===== src/rtl/chain_walker_pkg.sv =====
package chain_walker_pkg;

    typedef enum logic [2:0] {
        CW_IDLE,
        CW_CHECK,
        CW_HREQ,
        CW_HWAIT,
        CW_PREQ,
        CW_PWAIT,
        CW_POUT,
        CW_DONE
    } cw_state_e;

endpackage


===== src/rtl/chain_walker_tally.sv =====
module chain_walker_tally #(
    parameter int LEN_W      = 8,
    parameter int COST_W     = 32,
    parameter int NODE_COST  = 10,
    parameter int PAY_COST   = 5,
    parameter int LOOP_LIMIT = 8192
) (
    input  logic              clk,
    input  logic              rst_n,
    input  logic              clear_i,
    input  logic              add_i,
    input  logic [LEN_W-1:0]  len_i,
    output logic [COST_W-1:0] cost_o,
    output logic              limit_hit_o
);

    localparam int CNT_W = $clog2(LOOP_LIMIT + 1);

    typedef struct packed {
        logic [COST_W-1:0] cost;
        logic [CNT_W-1:0]  cnt;
    } tally_t;

    tally_t tly_d, tly_q;
    logic [COST_W-1:0] inc;

    always_comb begin
        tly_d = tly_q;
        inc   = COST_W'(NODE_COST);
        if (len_i != '0) begin
            inc = inc + COST_W'(PAY_COST) + COST_W'(len_i);
        end
        if (clear_i) begin
            tly_d.cost = '0;
            tly_d.cnt  = '0;
        end else if (add_i) begin
            tly_d.cost = tly_q.cost + inc;
            tly_d.cnt  = tly_q.cnt + CNT_W'(1);
        end
    end

    always_ff @(posedge clk or negedge rst_n) begin
        if (!rst_n) begin
            tly_q <= '0;
        end else begin
            tly_q <= tly_d;
        end
    end

    assign cost_o      = tly_q.cost;
    assign limit_hit_o = (tly_q.cnt == CNT_W'(LOOP_LIMIT));

    // the block counter never passes the limit
    assert_cnt_bound_R6: assert property (@(posedge clk) disable iff (!rst_n)
        tly_q.cnt <= CNT_W'(LOOP_LIMIT));

    // between starts the cost only grows
    assert_cost_grows_R5: assert property (@(posedge clk) disable iff (!rst_n)
        !clear_i |=> tly_q.cost >= $past(tly_q.cost));

endmodule


===== src/rtl/chain_walker_hold.sv =====
module chain_walker_hold #(
    parameter int DATA_W = 32
) (
    input  logic              clk,
    input  logic              rst_n,
    input  logic              load_i,
    input  logic [DATA_W-1:0] data_i,
    input  logic              ready_i,
    output logic              valid_o,
    output logic [DATA_W-1:0] data_o
);

    typedef struct packed {
        logic              valid;
        logic [DATA_W-1:0] data;
    } hold_t;

    hold_t hld_d, hld_q;

    always_comb begin
        hld_d = hld_q;
        if (hld_q.valid && ready_i) begin
            hld_d.valid = 1'b0;
        end
        if (load_i) begin
            hld_d.valid = 1'b1;
            hld_d.data  = data_i;
        end
    end

    always_ff @(posedge clk or negedge rst_n) begin
        if (!rst_n) begin
            hld_q <= '0;
        end else begin
            hld_q <= hld_d;
        end
    end

    assign valid_o = hld_q.valid;
    assign data_o  = hld_q.data;

    // a stalled word stays put
    assert_cmd_hold_R7: assert property (@(posedge clk) disable iff (!rst_n)
        valid_o && !ready_i |=> valid_o && $stable(data_o));

endmodule


===== src/rtl/chain_walker_seq.sv =====
module chain_walker_seq
    import chain_walker_pkg::*;
#(
    parameter int ADDR_W  = 24,
    parameter int MEM_AW  = 21,
    parameter int DATA_W  = 32,
    parameter int LEN_W   = 8,
    parameter int END_BIT = 23
) (
    input  logic              clk,
    input  logic              rst_n,
    input  logic              start_i,
    input  logic [ADDR_W-1:0] start_addr_i,
    output logic              mem_req_o,
    output logic [MEM_AW-1:0] mem_addr_o,
    input  logic              mem_ack_i,
    input  logic              mem_rvalid_i,
    input  logic [DATA_W-1:0] mem_rdata_i,
    input  logic              limit_hit_i,
    input  logic              fire_i,
    output logic              clear_o,
    output logic              hdr_take_o,
    output logic [LEN_W-1:0]  hdr_len_o,
    output logic              load_o,
    output logic              busy_o,
    output logic              done_o,
    output logic              err_o
);

    typedef struct packed {
        cw_state_e         state;
        logic [ADDR_W-1:0] link;
        logic [MEM_AW-1:0] base;
        logic [LEN_W-1:0]  len;
        logic [LEN_W-1:0]  idx;
        logic              err;
    } seq_t;

    seq_t sq_d, sq_q;
    logic [MEM_AW-1:0] pay_addr;
    logic [LEN_W-1:0]  rd_len;
    logic              last_word;

    assign rd_len    = mem_rdata_i[DATA_W-1 -: LEN_W];
    assign pay_addr  = sq_q.base + ((MEM_AW'(sq_q.idx) + MEM_AW'(1)) << 2);
    assign last_word = ({1'b0, sq_q.idx} + (LEN_W+1)'(1)) == {1'b0, sq_q.len};

    always_comb begin
        sq_d       = sq_q;
        clear_o    = 1'b0;
        hdr_take_o = 1'b0;
        load_o     = 1'b0;
        unique case (sq_q.state)
            CW_IDLE: begin
                if (start_i) begin
                    sq_d.link  = start_addr_i;
                    sq_d.err   = 1'b0;
                    clear_o    = 1'b1;
                    sq_d.state = CW_CHECK;
                end
            end
            CW_CHECK: begin
                if (sq_q.link[END_BIT]) begin
                    sq_d.state = CW_DONE;
                end else if (limit_hit_i) begin
                    sq_d.err   = 1'b1;
                    sq_d.state = CW_DONE;
                end else begin
                    sq_d.base  = {sq_q.link[MEM_AW-1:2], 2'b00};
                    sq_d.state = CW_HREQ;
                end
            end
            CW_HREQ: begin
                if (mem_ack_i) sq_d.state = CW_HWAIT;
            end
            CW_HWAIT: begin
                if (mem_rvalid_i) begin
                    hdr_take_o = 1'b1;
                    sq_d.len   = rd_len;
                    sq_d.link  = mem_rdata_i[ADDR_W-1:0];
                    sq_d.idx   = '0;
                    sq_d.state = (rd_len == '0) ? CW_CHECK : CW_PREQ;
                end
            end
            CW_PREQ: begin
                if (mem_ack_i) sq_d.state = CW_PWAIT;
            end
            CW_PWAIT: begin
                if (mem_rvalid_i) begin
                    load_o     = 1'b1;
                    sq_d.state = CW_POUT;
                end
            end
            CW_POUT: begin
                if (fire_i) begin
                    if (last_word) begin
                        sq_d.state = CW_CHECK;
                    end else begin
                        sq_d.idx   = sq_q.idx + LEN_W'(1);
                        sq_d.state = CW_PREQ;
                    end
                end
            end
            CW_DONE: sq_d.state = CW_IDLE;
            default: sq_d.state = CW_IDLE;
        endcase
    end

    always_ff @(posedge clk or negedge rst_n) begin
        if (!rst_n) begin
            sq_q       <= '0;
            sq_q.state <= CW_IDLE;
        end else begin
            sq_q <= sq_d;
        end
    end

    always_comb begin
        mem_req_o  = (sq_q.state == CW_HREQ) || (sq_q.state == CW_PREQ);
        mem_addr_o = '0;
        if (sq_q.state == CW_HREQ) mem_addr_o = sq_q.base;
        if (sq_q.state == CW_PREQ) mem_addr_o = {pay_addr[MEM_AW-1:2], 2'b00};
    end

    assign hdr_len_o = rd_len;
    assign busy_o    = (sq_q.state != CW_IDLE);
    assign done_o    = (sq_q.state == CW_DONE);
    assign err_o     = sq_q.err;

    // a pending read keeps its address until accepted
    assert_req_hold_R11: assert property (@(posedge clk) disable iff (!rst_n)
        mem_req_o && !mem_ack_i |=> mem_req_o && $stable(mem_addr_o));

    // done lasts one cycle
    assert_done_pulse_R8: assert property (@(posedge clk) disable iff (!rst_n)
        done_o |=> !done_o);

    // a clean finish only on an end-marked link
    assert_end_marker_R2: assert property (@(posedge clk) disable iff (!rst_n)
        (done_o && !err_o) |-> sq_q.link[END_BIT]);

endmodule


===== src/rtl/chain_walker.sv =====
module chain_walker #(
    parameter int ADDR_W     = 24,
    parameter int MEM_AW     = 21,
    parameter int DATA_W     = 32,
    parameter int LEN_W      = 8,
    parameter int COST_W     = 32,
    parameter int END_BIT    = 23,
    parameter int NODE_COST  = 10,
    parameter int PAY_COST   = 5,
    parameter int LOOP_LIMIT = 8192
) (
    input  logic              clk,
    input  logic              rst_n,
    input  logic              start_i,
    input  logic [ADDR_W-1:0] start_addr_i,
    output logic              mem_req_o,
    output logic [MEM_AW-1:0] mem_addr_o,
    input  logic              mem_ack_i,
    input  logic              mem_rvalid_i,
    input  logic [DATA_W-1:0] mem_rdata_i,
    output logic              cmd_valid_o,
    output logic [DATA_W-1:0] cmd_data_o,
    input  logic              cmd_ready_i,
    output logic              busy_o,
    output logic              done_o,
    output logic [COST_W-1:0] cost_o,
    output logic              loop_err_o
);

    logic             clear_w, hdr_take_w, load_w, limit_w, fire_w;
    logic [LEN_W-1:0] hdr_len_w;

    assign fire_w = cmd_valid_o && cmd_ready_i;

    chain_walker_seq #(
        .ADDR_W (ADDR_W), .MEM_AW(MEM_AW), .DATA_W(DATA_W),
        .LEN_W  (LEN_W),  .END_BIT(END_BIT)
    ) u_seq (
        .clk         (clk),
        .rst_n       (rst_n),
        .start_i     (start_i),
        .start_addr_i(start_addr_i),
        .mem_req_o   (mem_req_o),
        .mem_addr_o  (mem_addr_o),
        .mem_ack_i   (mem_ack_i),
        .mem_rvalid_i(mem_rvalid_i),
        .mem_rdata_i (mem_rdata_i),
        .limit_hit_i (limit_w),
        .fire_i      (fire_w),
        .clear_o     (clear_w),
        .hdr_take_o  (hdr_take_w),
        .hdr_len_o   (hdr_len_w),
        .load_o      (load_w),
        .busy_o      (busy_o),
        .done_o      (done_o),
        .err_o       (loop_err_o)
    );

    chain_walker_tally #(
        .LEN_W(LEN_W), .COST_W(COST_W), .NODE_COST(NODE_COST),
        .PAY_COST(PAY_COST), .LOOP_LIMIT(LOOP_LIMIT)
    ) u_tally (
        .clk        (clk),
        .rst_n      (rst_n),
        .clear_i    (clear_w),
        .add_i      (hdr_take_w),
        .len_i      (hdr_len_w),
        .cost_o     (cost_o),
        .limit_hit_o(limit_w)
    );

    chain_walker_hold #(.DATA_W(DATA_W)) u_hold (
        .clk    (clk),
        .rst_n  (rst_n),
        .load_i (load_w),
        .data_i (mem_rdata_i),
        .ready_i(cmd_ready_i),
        .valid_o(cmd_valid_o),
        .data_o (cmd_data_o)
    );

    // no read is issued while a payload word is waiting
    assert_single_slot_R11: assert property (@(posedge clk) disable iff (!rst_n)
        cmd_valid_o |-> !mem_req_o);

endmodule


===== config.mk =====
export PLATFORM = sky130hd
export DESIGN_NAME = chain_walker
export DESIGN_NICKNAME = d
export VERILOG_FILES = /design/src/rtl/chain_walker_pkg.sv /design/src/rtl/chain_walker_tally.sv /design/src/rtl/chain_walker_hold.sv /design/src/rtl/chain_walker_seq.sv /design/src/rtl/chain_walker.sv
export SDC_FILE = /design/constraint.sdc
export NUM_CORES = 1
export LEC_CHECK = 0
export ABC_AREA = 1
export CELL_PAD_IN_SITES_DETAIL_PLACEMENT = 1
export CELL_PAD_IN_SITES_GLOBAL_PLACEMENT = 1
export CORE_ASPECT_RATIO = 0.75
export CORE_MARGIN = 8
export CORE_UTILIZATION = 39
export CTS_CLUSTER_SIZE = 8
export DETAILED_ROUTE_END_ITERATION = 12
export HOLD_SLACK_MARGIN = 0.06
export PLACE_DENSITY = 0.89
export SYNTH_ARGS = -nofsm -noshare
export SYNTH_HDL_FRONTEND = slang
export SYNTH_HIERARCHICAL = 1
export SYNTH_SLANG_ARGS = --single-unit

===== constraint.sdc =====
create_clock -name clk -period 3.5 [get_ports clk]
set_clock_uncertainty 0.2 [all_clocks]
set_input_delay 0.525 -clock clk [delete_from_list [all_inputs] [get_ports clk]]
set_output_delay 0.525 -clock clk [all_outputs]
set_load 0.05 [all_outputs]

==> run summary <==
setup slack of the worst register-to-register path - 0.22 ns
routability cong. - 0.899
Nets - 1477
fraction of the yosys area taken by sequential cells - 39.2%
first-pass detailed-route iteration total - 6
count of standard-cell rows - 47
failing checks - negative setup slack
Critical Setup Path Class - reg2out
All-Layer GR Usage - 26.4%
Power per Cell Area - 874 mW/mm^2
count of warnings emitted by yosys - 6
setup violation total in the final timing report - 16
CP Capture Type - primary output
width of the die - 190 microns
First DRT Iteration DRCs - 1062
result of the run - finished, violations left
cells on worst reg2reg path - 11
average via count per standard cell - 5.86
total power - 0.0105 W
number of max-capacitance violations reported - 0
flops & latches, synth - 138
share of post-route cells with drive strength above 1 - 21.0%
placed cell areas - 0.0105 sq mm
Least-Margin Pin Slew - 0.995 ns
Critical R2R Launch - u_seq/sq_q[63]
Gate Count Post-Synth - 1223
setup repair after global routing missed its margin - true
final worst setup slack - -0.354 ns
area overhead of the layout relative to synthesis - 37.0%
clock sink count - 138
Critical Path Start Type - flop
Reg-to-Reg End - u_tally/cost_o[10]
Clock Tree Root - sky130_fd_sc_hd__clkbuf_16
clock tree buffer depth - 2
cell depth of the worst hold path - 2
number of remaining DRC errors - 0
area of the core - 0.0221 sq mm
Mapped Avg Cell Area - 7.20 sq um
maximum number of pins on one net before global-route repair - 71
post-detail-place hpwl - 23900 microns
global route total overflow - 0
largest voltage drop on the vdd net - 0.569 mV
Final Cell Area - 0.0121 sq mm
Avg WL per Cell - 24.3 microns
Synth area leader - sky130_fd_sc_hd__dfrtp_1
number of global-route vias before repair - 10100
highest achievable clock rate - 259 MHz
data arrival time of the critical path - 3.13 ns
path class of the lowest-slack min-delay path - reg2reg
full die area - 0.0277 sq mm
post-synth top area share - 39.2%
leakage power - 5.69 nW
Initial Utilization - 39.8%
final worst-path cycle share - 110%
number of clock buffers inserted by TritonCTS - 17
final period demand of the worst path - 3.85 ns
final core utilization - 54.6%
number of buffers added on ports - 145
Fin. Hold Viols - 0
antenna violations before repair - 1
number of routed nets with antenna violations - 0
mapped cell area - 0.00881 sq mm
final-report max-slew violation count - 0
via count - 9941
first-pass GRT wire length - 58500 microns
io pins - 152
number of library cell types mapped by synthesis - 46
required time at the endpoint of the critical path - 2.77 ns
worst slew margin relative to its limit - 33.6%
Area contributors post-synth - sky130_fd_sc_hd__dfrtp_1 (39%), sky130_fd_sc_hd__nand2_1 (18%), sky130_fd_sc_hd__nor2_1 (5.8%)
die height - 146 microns
Max FO, Critical Path - 5
endpoint of the worst hold path - u_hold/data_o[10]
CTS tree - yes
worst min-delay path startpoint - u_hold/data_o[10]
wire length reported by the detailed router - 41100 microns
later-pin clock latency in the skew report - 0.44 ns
depth of the CTS H-tree - 4
Clk pin slew, worst setup/hold paths - 0.07 ns
-- metrics by stage --
stage | TNS (ns) | instances | worst slack [ns] | hold slack (ns)
6_report | -2.61 | 1696 | -0.354 | 0.272
3_5_place_dp | -1.17 | 1625 | -0.177 | 0.260
4_1_cts | -0.288 | 1680 | -0.0695 | 0.278
5_1_grt | -3.95 | 1696 | -0.397 | 0.303
3_3_place_gp | 0 | 1625 | 0.0899 | 0.253
2_1_floorplan | 0 | 1224 | 0.0554 | 0.0294
-- worst max-delay path, cell delays in order (launching register included) --
cell and delay, ns:
sky130_fd_sc_hd__dfrtp_2 0.43, sky130_fd_sc_hd__ha_4 0.17, sky130_fd_sc_hd__nand2_4 0.06, sky130_fd_sc_hd__nor2_4 0.22, sky130_fd_sc_hd__buf_4 0.16, sky130_fd_sc_hd__nand3_4 0.09, sky130_fd_sc_hd__inv_4 0.10, sky130_fd_sc_hd__ha_4 0.17
sky130_fd_sc_hd__nand2_2 0.11, sky130_fd_sc_hd__o21ai_4 0.27, sky130_fd_sc_hd__nand2_2 0.15, sky130_fd_sc_hd__nand2_4 0.13, sky130_fd_sc_hd__buf_6 0.12, sky130_fd_sc_hd__a21oi_4 0.07, sky130_fd_sc_hd__nor2_2 0.12, sky130_fd_sc_hd__nand2_1 0.09
sky130_fd_sc_hd__nand2_2 0.09, sky130_fd_sc_hd__buf_12 0.13
-- logic make-up after synthesis --
kind of cell,after synthesis,synth area share (%)
xor gates and xnor gates,12,1.19
adders and majority gates,27,4.01
buffers and inverters,200,11.4
AOI/OAI and AO/OA,119,7.60
DFF,138,39.2
muxes,14,1.79
other,1,0.0426
and+or+nand+nor,712,34.7
-- Yosys cell counts, drive strengths merged --
cell type and instances:
mux2 14, a221oi 1, clkinv 2, ha 25
conb 1, dfrtp 138, nand3 89, inv 127
clkbuf 12, nor4 1, nor2 145, o22a 1
xnor2 7, nand4 13, xor2 5, nor3b 2
buf 59, and3 1, a32o 1, nor3 21
o22ai 4, o21ai 42, a22o 7, or2 3
o21bai 1, a21oi 40, fa 2, nand3b 4
and2 1, nand2 432, a31oi 22
-- routing by layer --
metal	GRT usage, %	part of all wire (%)	vias up
met5	0	0	-
met4	10.7	4.7	0
met3	5.45	8.1	169
met2	43.2	48	605
met1	33.6	40	4975
li1	-	-	4192
-- layout make-up --
type	count	area, sq um
diodes	1	2.50
well taps	294	368
clock inverters	15	154
fillers	2681	10000
repair buffers	216	2200
flip-flops and latches	138	3460
multi-input cells	886	4960
clock buffers	17	425
inverters	129	502
-- state kept, by name, indices dropped and copies added (netlist names) --
register        count
u_hold/valid_o      1
u_seq/sq_q         58
u_hold/data_o      32
u_seq/err_o         1
u_tally/cost_o     32
u_tally/tly_q      14
-- power breakdown --
group	switching, W	internal (W)
registers	0.000696	0.00214
logic	0.00382	0.00204
clock network	0.000837	0.00101
total	0.00535	0.00519
-- placed cells by master, fill, tap and decap left out, drive strengths merged, types with 14 or more instances in the layout --
master,Yosys,layout
mux2,14,14
clkdlybuf4s50,0,126
inv,127,136
dfrtp,138,138
nand3,89,89
nand2,432,432
clkbuf,12,17
o21ai,42,42
buf,59,88
a21oi,40,40
nor2,145,145
ha,25,25
a31oi,22,22
nor3,21,21
-- worst max-delay path by stage --
stage | depth (start not counted) | from | end | slack (ns)
finish | 17 | u_seq/sq_q[2] | mem_addr_o[20] | -0.35
global route | 17 | u_seq/sq_q[1] | mem_addr_o[19] | -0.40
CTS | 17 | u_seq/sq_q[2] | mem_addr_o[19] | -0.07
detailed placement | 16 | u_seq/sq_q[2] | mem_addr_o[19] | -0.18
global placement | 16 | mem_rdata_i[26] | u_tally/cost_o[26] | 0.09
floorplan | 13 | u_seq/sq_q[1] | mem_addr_o[14] | 0.06
-- repair_timing --
| item | in CTS | in global routing |
|---|---|---|
| hold endpoints to repair | 67 | 0 |
| pin swaps | 34 | 47 |
| hold buffers | 1 | 0 |
| setup buffers | 22 | 16 |
| setup endpoints to repair | 15 | 21 |
| gates resized for setup | 101 | 66 |
Power figures use the tool's default switching activity.
